[config.mk]
export PLATFORM = sky130hd
export DESIGN_NAME = gpio_bank_port
export DESIGN_NICKNAME = d
export VERILOG_FILES = /design/src/rtl/gpio_port_pkg.sv /design/src/rtl/gpio_addr_decode.sv /design/src/rtl/gpio_in_sync.sv /design/src/rtl/gpio_bank_regs.sv /design/src/rtl/gpio_bank_port.sv
export SDC_FILE = /design/constraint.sdc
export NUM_CORES = 2
export LEC_CHECK = 0
export BUFFER_PORTS_ARGS = -buffer_cell sky130_fd_sc_hd__clkbuf_2
export CELL_PAD_IN_SITES_DETAIL_PLACEMENT = 0
export CELL_PAD_IN_SITES_GLOBAL_PLACEMENT = 1
export CORE_AREA = 2 2 332 334
export CTS_BUF_LIST = sky130_fd_sc_hd__clkbuf_8
export CTS_CLUSTER_SIZE = 14
export DETAILED_ROUTE_END_ITERATION = 16
export DIE_AREA = 0 0 334 336
export PLACE_DENSITY_LB_ADDON = 0.2
export SETUP_SLACK_MARGIN = 0.4
export SKIP_CTS_REPAIR_TIMING = 1
export SYNTH_ARGS = -nofsm -noshare
export SYNTH_HDL_FRONTEND = slang
export SYNTH_SLANG_ARGS = --single-unit
[constraint.sdc]
create_clock -name clk -period 10.76 [get_ports clk]
set_clock_uncertainty 0.1 [all_clocks]
set_input_delay 2.152 -clock clk [delete_from_list [all_inputs] [get_ports clk]]
set_output_delay 2.152 -clock clk [all_outputs]
set_load 0.005 [all_outputs]
[src/rtl/gpio_port_pkg.sv]
package gpio_port_pkg;

  localparam int unsigned BANK_W = 32;

  localparam int unsigned BASE_LEVEL = 32'h004;
  localparam int unsigned BASE_DIR   = 32'h01C;
  localparam int unsigned BASE_SET   = 32'h034;
  localparam int unsigned BASE_CLR   = 32'h04C;
  localparam int unsigned BASE_BYP   = 32'h094;

  typedef enum logic [2:0] {
    KIND_NONE,
    KIND_LEVEL,
    KIND_DIR,
    KIND_SET,
    KIND_CLR,
    KIND_BYP
  } reg_kind_e;

  // word-aligned address inside the run of nb bank words starting at base
  function automatic logic in_run(int unsigned a, int unsigned base, int unsigned nb);
    return ((a % 4) == 0) && (a >= base) && ((a - base) < 4 * nb);
  endfunction

  // bank number of an address inside a run
  function automatic int unsigned bank_in_run(int unsigned a, int unsigned base);
    return (a - base) >> 2;
  endfunction

endpackage

[src/rtl/gpio_addr_decode.sv]
module gpio_addr_decode
  import gpio_port_pkg::*;
#(
  parameter int unsigned ADDR_W     = 12,
  parameter int unsigned NUM_BANKS  = 6,
  parameter int unsigned BANK_IDX_W = 3
) (
  input  logic [ADDR_W-1:0]     addr,
  output reg_kind_e             kind,
  output logic [BANK_IDX_W-1:0] bank
);

  logic [31:0] a_ext;
  assign a_ext = 32'(addr);

  always_comb begin
    kind = KIND_NONE;
    bank = '0;
    if (in_run(a_ext, BASE_LEVEL, NUM_BANKS)) begin
      kind = KIND_LEVEL;
      bank = BANK_IDX_W'(bank_in_run(a_ext, BASE_LEVEL));
    end else if (in_run(a_ext, BASE_DIR, NUM_BANKS)) begin
      kind = KIND_DIR;
      bank = BANK_IDX_W'(bank_in_run(a_ext, BASE_DIR));
    end else if (in_run(a_ext, BASE_SET, NUM_BANKS)) begin
      kind = KIND_SET;
      bank = BANK_IDX_W'(bank_in_run(a_ext, BASE_SET));
    end else if (in_run(a_ext, BASE_CLR, NUM_BANKS)) begin
      kind = KIND_CLR;
      bank = BANK_IDX_W'(bank_in_run(a_ext, BASE_CLR));
    end else if (in_run(a_ext, BASE_BYP, NUM_BANKS)) begin
      kind = KIND_BYP;
      bank = BANK_IDX_W'(bank_in_run(a_ext, BASE_BYP));
    end
  end

endmodule

[src/rtl/gpio_in_sync.sv]
module gpio_in_sync #(
  parameter int unsigned WIDTH = 192
) (
  input  logic             clk,
  input  logic             rst_n,
  input  logic [WIDTH-1:0] async_in,
  output logic [WIDTH-1:0] sync_out
);

  logic [WIDTH-1:0] stage1_q;
  logic [WIDTH-1:0] stage2_q;

  always_ff @(posedge clk) begin
    if (!rst_n) begin
      stage1_q <= '0;
      stage2_q <= '0;
    end else begin
      stage1_q <= async_in;
      stage2_q <= stage1_q;
    end
  end

  assign sync_out = stage2_q;

endmodule

[src/rtl/gpio_bank_regs.sv]
module gpio_bank_regs
  import gpio_port_pkg::*;
#(
  parameter int unsigned NUM_PINS   = 192,
  parameter int unsigned NUM_BANKS  = 6,
  parameter int unsigned BANK_IDX_W = 3,
  localparam int unsigned TOT_W     = NUM_BANKS * BANK_W
) (
  input  logic                  clk,
  input  logic                  rst_n,
  input  logic                  wr_en,
  input  reg_kind_e             kind,
  input  logic [BANK_IDX_W-1:0] bank,
  input  logic [BANK_W-1:0]     wdata,
  output logic [TOT_W-1:0]      dir_q,
  output logic [TOT_W-1:0]      out_q,
  output logic [TOT_W-1:0]      byp_q,
  output logic [TOT_W-1:0]      set_mask,
  output logic [TOT_W-1:0]      clr_mask
);

  // lanes of bank b that map to real pins
  function automatic logic [BANK_W-1:0] lane_valid(int unsigned b);
    logic [BANK_W-1:0] m;
    for (int unsigned i = 0; i < BANK_W; i++) begin
      m[i] = ((b * BANK_W + i) < NUM_PINS);
    end
    return m;
  endfunction

  for (genvar b = 0; b < NUM_BANKS; b++) begin : g_bank
    localparam logic [BANK_W-1:0] VMASK = lane_valid(b);
    logic hit;
    assign hit = wr_en && (int'(bank) == b);

    assign set_mask[b*BANK_W +: BANK_W] = (hit && kind == KIND_SET) ? (wdata & VMASK) : '0;
    assign clr_mask[b*BANK_W +: BANK_W] = (hit && kind == KIND_CLR) ? (wdata & VMASK) : '0;

    always_ff @(posedge clk) begin
      if (!rst_n) begin
        dir_q[b*BANK_W +: BANK_W] <= '0;
        out_q[b*BANK_W +: BANK_W] <= '0;
        byp_q[b*BANK_W +: BANK_W] <= '0;
      end else begin
        if (hit && kind == KIND_DIR) dir_q[b*BANK_W +: BANK_W] <= wdata & VMASK;
        if (hit && kind == KIND_BYP) byp_q[b*BANK_W +: BANK_W] <= wdata & VMASK;
        // set wins over clear for a shared bit
        out_q[b*BANK_W +: BANK_W] <= (out_q[b*BANK_W +: BANK_W] & ~clr_mask[b*BANK_W +: BANK_W])
                                     | set_mask[b*BANK_W +: BANK_W];
      end
    end
  end

endmodule

[src/rtl/gpio_bank_port.sv]
module gpio_bank_port
  import gpio_port_pkg::*;
#(
  parameter int unsigned NUM_PINS    = 192,
  parameter int unsigned ADDR_W      = 12,
  localparam int unsigned NUM_BANKS  = (NUM_PINS + BANK_W - 1) / BANK_W,
  localparam int unsigned BANK_IDX_W = (NUM_BANKS > 1) ? $clog2(NUM_BANKS) : 1,
  localparam int unsigned TOT_W      = NUM_BANKS * BANK_W
) (
  input  logic                clk,
  input  logic                rst_n,
  input  logic                bus_sel,
  input  logic                bus_we,
  input  logic [ADDR_W-1:0]   bus_addr,
  input  logic [31:0]         bus_wdata,
  output logic [31:0]         bus_rdata,
  output logic                bus_rdy,
  input  logic [NUM_PINS-1:0] pad_in,
  output logic [NUM_PINS-1:0] pad_oe,
  output logic [NUM_PINS-1:0] pad_out,
  output logic [NUM_PINS-1:0] pad_filt_bypass
);

  reg_kind_e             kind;
  logic [BANK_IDX_W-1:0] bank;
  logic [NUM_PINS-1:0]   lvl_sync;
  logic [TOT_W-1:0]      lvl_wide;
  logic [TOT_W-1:0]      dir_q, out_q, byp_q, set_mask, clr_mask;
  logic [31:0]           rd_word;
  logic                  rdy_q;
  logic [31:0]           rdata_q;

  // named events for the checker
  logic                  wr_any;
  logic                  dir_wr;
  logic                  zero_rd;
  logic [NUM_PINS-1:0]   set_pins;
  logic [NUM_PINS-1:0]   clr_pins;

  gpio_addr_decode #(
    .ADDR_W(ADDR_W), .NUM_BANKS(NUM_BANKS), .BANK_IDX_W(BANK_IDX_W)
  ) u_dec (
    .addr(bus_addr), .kind(kind), .bank(bank)
  );

  gpio_in_sync #(.WIDTH(NUM_PINS)) u_sync (
    .clk(clk), .rst_n(rst_n), .async_in(pad_in), .sync_out(lvl_sync)
  );

  assign wr_any = bus_sel && bus_we;

  gpio_bank_regs #(
    .NUM_PINS(NUM_PINS), .NUM_BANKS(NUM_BANKS), .BANK_IDX_W(BANK_IDX_W)
  ) u_regs (
    .clk(clk), .rst_n(rst_n), .wr_en(wr_any), .kind(kind), .bank(bank),
    .wdata(bus_wdata), .dir_q(dir_q), .out_q(out_q), .byp_q(byp_q),
    .set_mask(set_mask), .clr_mask(clr_mask)
  );

  always_comb begin
    lvl_wide = '0;
    lvl_wide[NUM_PINS-1:0] = lvl_sync;
  end

  always_comb begin
    case (kind)
      KIND_LEVEL: rd_word = lvl_wide[int'(bank)*BANK_W +: BANK_W];
      KIND_DIR:   rd_word = dir_q[int'(bank)*BANK_W +: BANK_W];
      KIND_BYP:   rd_word = byp_q[int'(bank)*BANK_W +: BANK_W];
      default:    rd_word = '0;
    endcase
  end

  always_ff @(posedge clk) begin
    if (!rst_n) begin
      rdy_q   <= 1'b0;
      rdata_q <= '0;
    end else begin
      rdy_q   <= bus_sel;
      rdata_q <= (bus_sel && !bus_we) ? rd_word : '0;
    end
  end

  assign dir_wr   = wr_any && (kind == KIND_DIR);
  assign zero_rd  = bus_sel && !bus_we &&
                    (kind == KIND_SET || kind == KIND_CLR || kind == KIND_NONE);
  assign set_pins = set_mask[NUM_PINS-1:0];
  assign clr_pins = clr_mask[NUM_PINS-1:0];

  assign bus_rdy         = rdy_q;
  assign bus_rdata       = rdata_q;
  assign pad_oe          = dir_q[NUM_PINS-1:0];
  assign pad_out         = out_q[NUM_PINS-1:0];
  assign pad_filt_bypass = byp_q[NUM_PINS-1:0];

endmodule

==> impl_metrics.yaml <==
outcome:
  status: "completed"
critical_path:
  r2r_slack_ns: 8.63
  end_kind: "flop"
  timing.critical_path.buf_inv: 4
  crit_family: "compound AO/OA/AOI/OAI gates"
  required_ns: 11.47
  rr_startpoint: "u_regs.dir_q[148]"
  setup.worst_path.start_class: "primary input"
  crit_type: "in -> reg"
  critical_path.slowest_cell: "a311oi_1"
  cp.arrival_ns: 7.14
  slowest_delay_ns: 0.95
  crit_path_start: "bus_addr[2]"
  worstPathCellList: "clkbuf_2 > inv_1 > ha_1 > xor2_1 > or3_1 > a21oi_2 > nor2_4 > buf_12 > nor2_4 > buf_12 > a211oi_1 > a311oi_1 > a221o_1"
  path_max_fanout: 135
timing:
  setup_slack_ns: 4.33
  setup_tns_ns: 0
  fmax_mhz: 156
  hold_slack_ns: 0.330
  rsz0062_at_grt: "no"
  slew_headroom_pct: 18.4
  worst_pin_slew_ns: 1.22
  setup_viol: 0
  maxSlewViolCount: 0
  hold_violations: 0
  post-route-period-util_pct: 59.8
  finalCriticalPeriod_ns: 6.43
route:
  firstDrtPassIters: 6
  via_per_inst: 5.64
  route.vias.total: 35900
  wl_per_cell_um: 30.6
  post-route-drc-count: 0
  routed_wl_um: 194000
  ant_nets: 0
  drt_iter0_drc: 3814
min_path:
  worst_hold_startpoint: "u_sync.stage1_q[161]"
  min_path_type: "reg -> reg"
layout:
  fin_nets: 5048
  drive_gt1_share_pct: 24.7
  final_area_mm2: 0.0468
  syn_to_final_growth_pct: 22.3
  nFillCells: 10800
  final_core_util_pct: 43.1
  final_cell_count_no_fill: 6360
global_routing:
  grt_antenna_before_repair: 12
  grt.total_usage_pct: 33.3
  grt_pass1_wl_um: 266000
  grt_max_degree: 248
  grt_pass1_vias: 33400
  grt-ovfl-total: 0
placed_design:
  pre_cts_slack_ns: 3.57
  dpl.cell_count: 6046
  dp_hpwl_um: 135000
  gp_congestion: 1.06
  placed_cell_area_mm2: 0.0431
  io_buffers: 848
cts:
  cts_max_level: 4
  cts.clk_slew.worst_paths_ns: 0.06
  cts_sinks: 993
  cts_root_buf: "clkbuf_8"
  cts_buffer_depth: 3
  clock_latency_ns: 0.89
  cts_tree: "yes"
  cts_made_buffers: 172
yosys:
  syn_avg_cell_area_um2: 9.20
  synth_top_area_share_pct: 52.0
  synth_most_common_cell: "dfxtp_1"
  synthCells: 4158
  synth_compound_area_share_pct: 26.1
  synth_enable_flop_cells: 0
  async_reset_ff_share_pct: 0
  synth_nets: 4400
  synth_xor_area_share_pct: 0.0916
  synth-adder-area-share_pct: 0.0654
  yosysWarnings: 0
  yosys.area_share.simple_pct: 16.7
  synth_area_leaders: "dfxtp_1 52%, and2_1 6.3%, a21boi_1 6.0%"
  synth_commonest_cells: "993 x dfxtp_1, 578 x nand2_1, 386 x and2_1"
  synth.area.mux_share_pct: 0.183
  synth_cell_types: 80
  ys_ff_latch: 993
  yosysTopAreaCell: "dfxtp_1"
  synth_top_family_by_area: "compound AO/OA/AOI/OAI gates"
  yosys_most_used_dff: "dfxtp_1"
  synth_area_mm2: 0.0382
  yosysSeqAreaShare_pct: 52.0
floorplan:
  core.rowCount: 121
  die_h_um: 336
  io_pins: 849
  die_x_um: 334
  die_area_mm2: 0.112
  core-area_mm2: 0.108
  initial_core_util_pct: 35.3
pwr:
  power_mw: 7.72
  p_per_area_mw_per_mm2: 165
  clkPwrFrac_pct: 46.9
  p_sw_mw: 1.93
  intPower_mw: 5.79
  netSwitchingFraction_pct: 25.0
  combPwrFrac_pct: 4.2
  ir_drop_v: 0.0000810
  power_frac_seq_pct: 48.9
  p_leak_nw: 19.3
job:
  cap_violations: 0
==> sequential cells by signal, summed over array words and instances, names as in the netlist <==
name / cells
u_sync.stage1_q: 192
bus_rdy: 1
u_regs.out_q: 192
u_regs.byp_q: 192
u_sync.sync_out: 192
u_regs.dir_q: 192
bus_rdata: 32
==> final cells by class <==
type                    count  area (um2)  area share, %
clock buffers             210        2890           6.18
flip-flops and latches    993       19900           42.5
multi-input cells        2722       16700           35.7
repair buffers            911        4790           10.2
inverters                   6        22.5         0.0482
well taps                1414        1770           3.78
clock inverters            96         707           1.51
diodes                      8        20.0         0.0428
==> worst paths after layout <==
| path | end | depth (start not counted) |
|---|---|---|
| worst max-delay path | bus_rdata[20] | 13 |
| worst min-delay path | u_sync.sync_out[161] | 1 |
| worst max register to register | bus_rdata[20] | 3 |
| worst min register to register | u_sync.sync_out[161] | 1 |
==> worst reg2reg max path, stage by stage, from the launching register on <==
cell,delay (ns)
dfxtp_1,0.42
a22oi_1,0.20
a311oi_1,1.04
a221o_1,0.31
==> power groups by stage <==
| stage | logic, mW | clock network (mW) | registers [mW] |
|---|---|---|---|
| after CTS | 0.324 | 3.67 | 3.78 |
| after global placement | 0.324 | 0 | 3.86 |
| after global routing | 0.347 | 3.85 | 3.78 |
| final | 0.328 | 3.62 | 3.78 |
| after detailed placement | 0.324 | 0 | 3.86 |
| after floorplan | 0.178 | 0 | 3.83 |
==> cell families after synthesis <==
logic type               Yosys count
multiplexers                       7
AO/OA/AOI/OAI                   1428
buffers and inverters            443
adder cells (fa/ha/maj)            2
XOR/XNOR                           4
AND/OR/NAND/NOR                 1281
flip-flops                       993
==> cell usage in the layout (no fill, tap or decap), types with 28 or more instances in the layout <==
| master | Yosys | final |
|---|---|---|
| o211ai_1 | 128 | 128 |
| inv_1 | 6 | 67 |
| a21o_1 | 66 | 66 |
| dfxtp_1 | 993 | 993 |
| a21boi_1 | 306 | 306 |
| nand3_1 | 238 | 237 |
| o21ai_1 | 34 | 33 |
| clkbuf_8 | 0 | 210 |
| a21oi_1 | 150 | 148 |
| a221o_1 | 28 | 28 |
| a22oi_1 | 77 | 77 |
| a21boi_0 | 78 | 78 |
| a211oi_1 | 93 | 93 |
| o21ai_0 | 265 | 265 |
| a22o_1 | 116 | 116 |
| buf_4 | 16 | 58 |
| nand2_1 | 578 | 577 |
| clkbuf_2 | 1 | 847 |
| and2_1 | 386 | 386 |
==> metal layers <==
layer / track usage (%) / vias to the layer above / wire [um]
met5: 0 / - / 23
met4: 16.5 / 4 / 10600
met3: 9.68 / 388 / 20600
met2: 47.0 / 2100 / 79500
met1: 45.9 / 17500 / 83500
li1: - / 15900 / -
(Power assumes the default switching activity.)
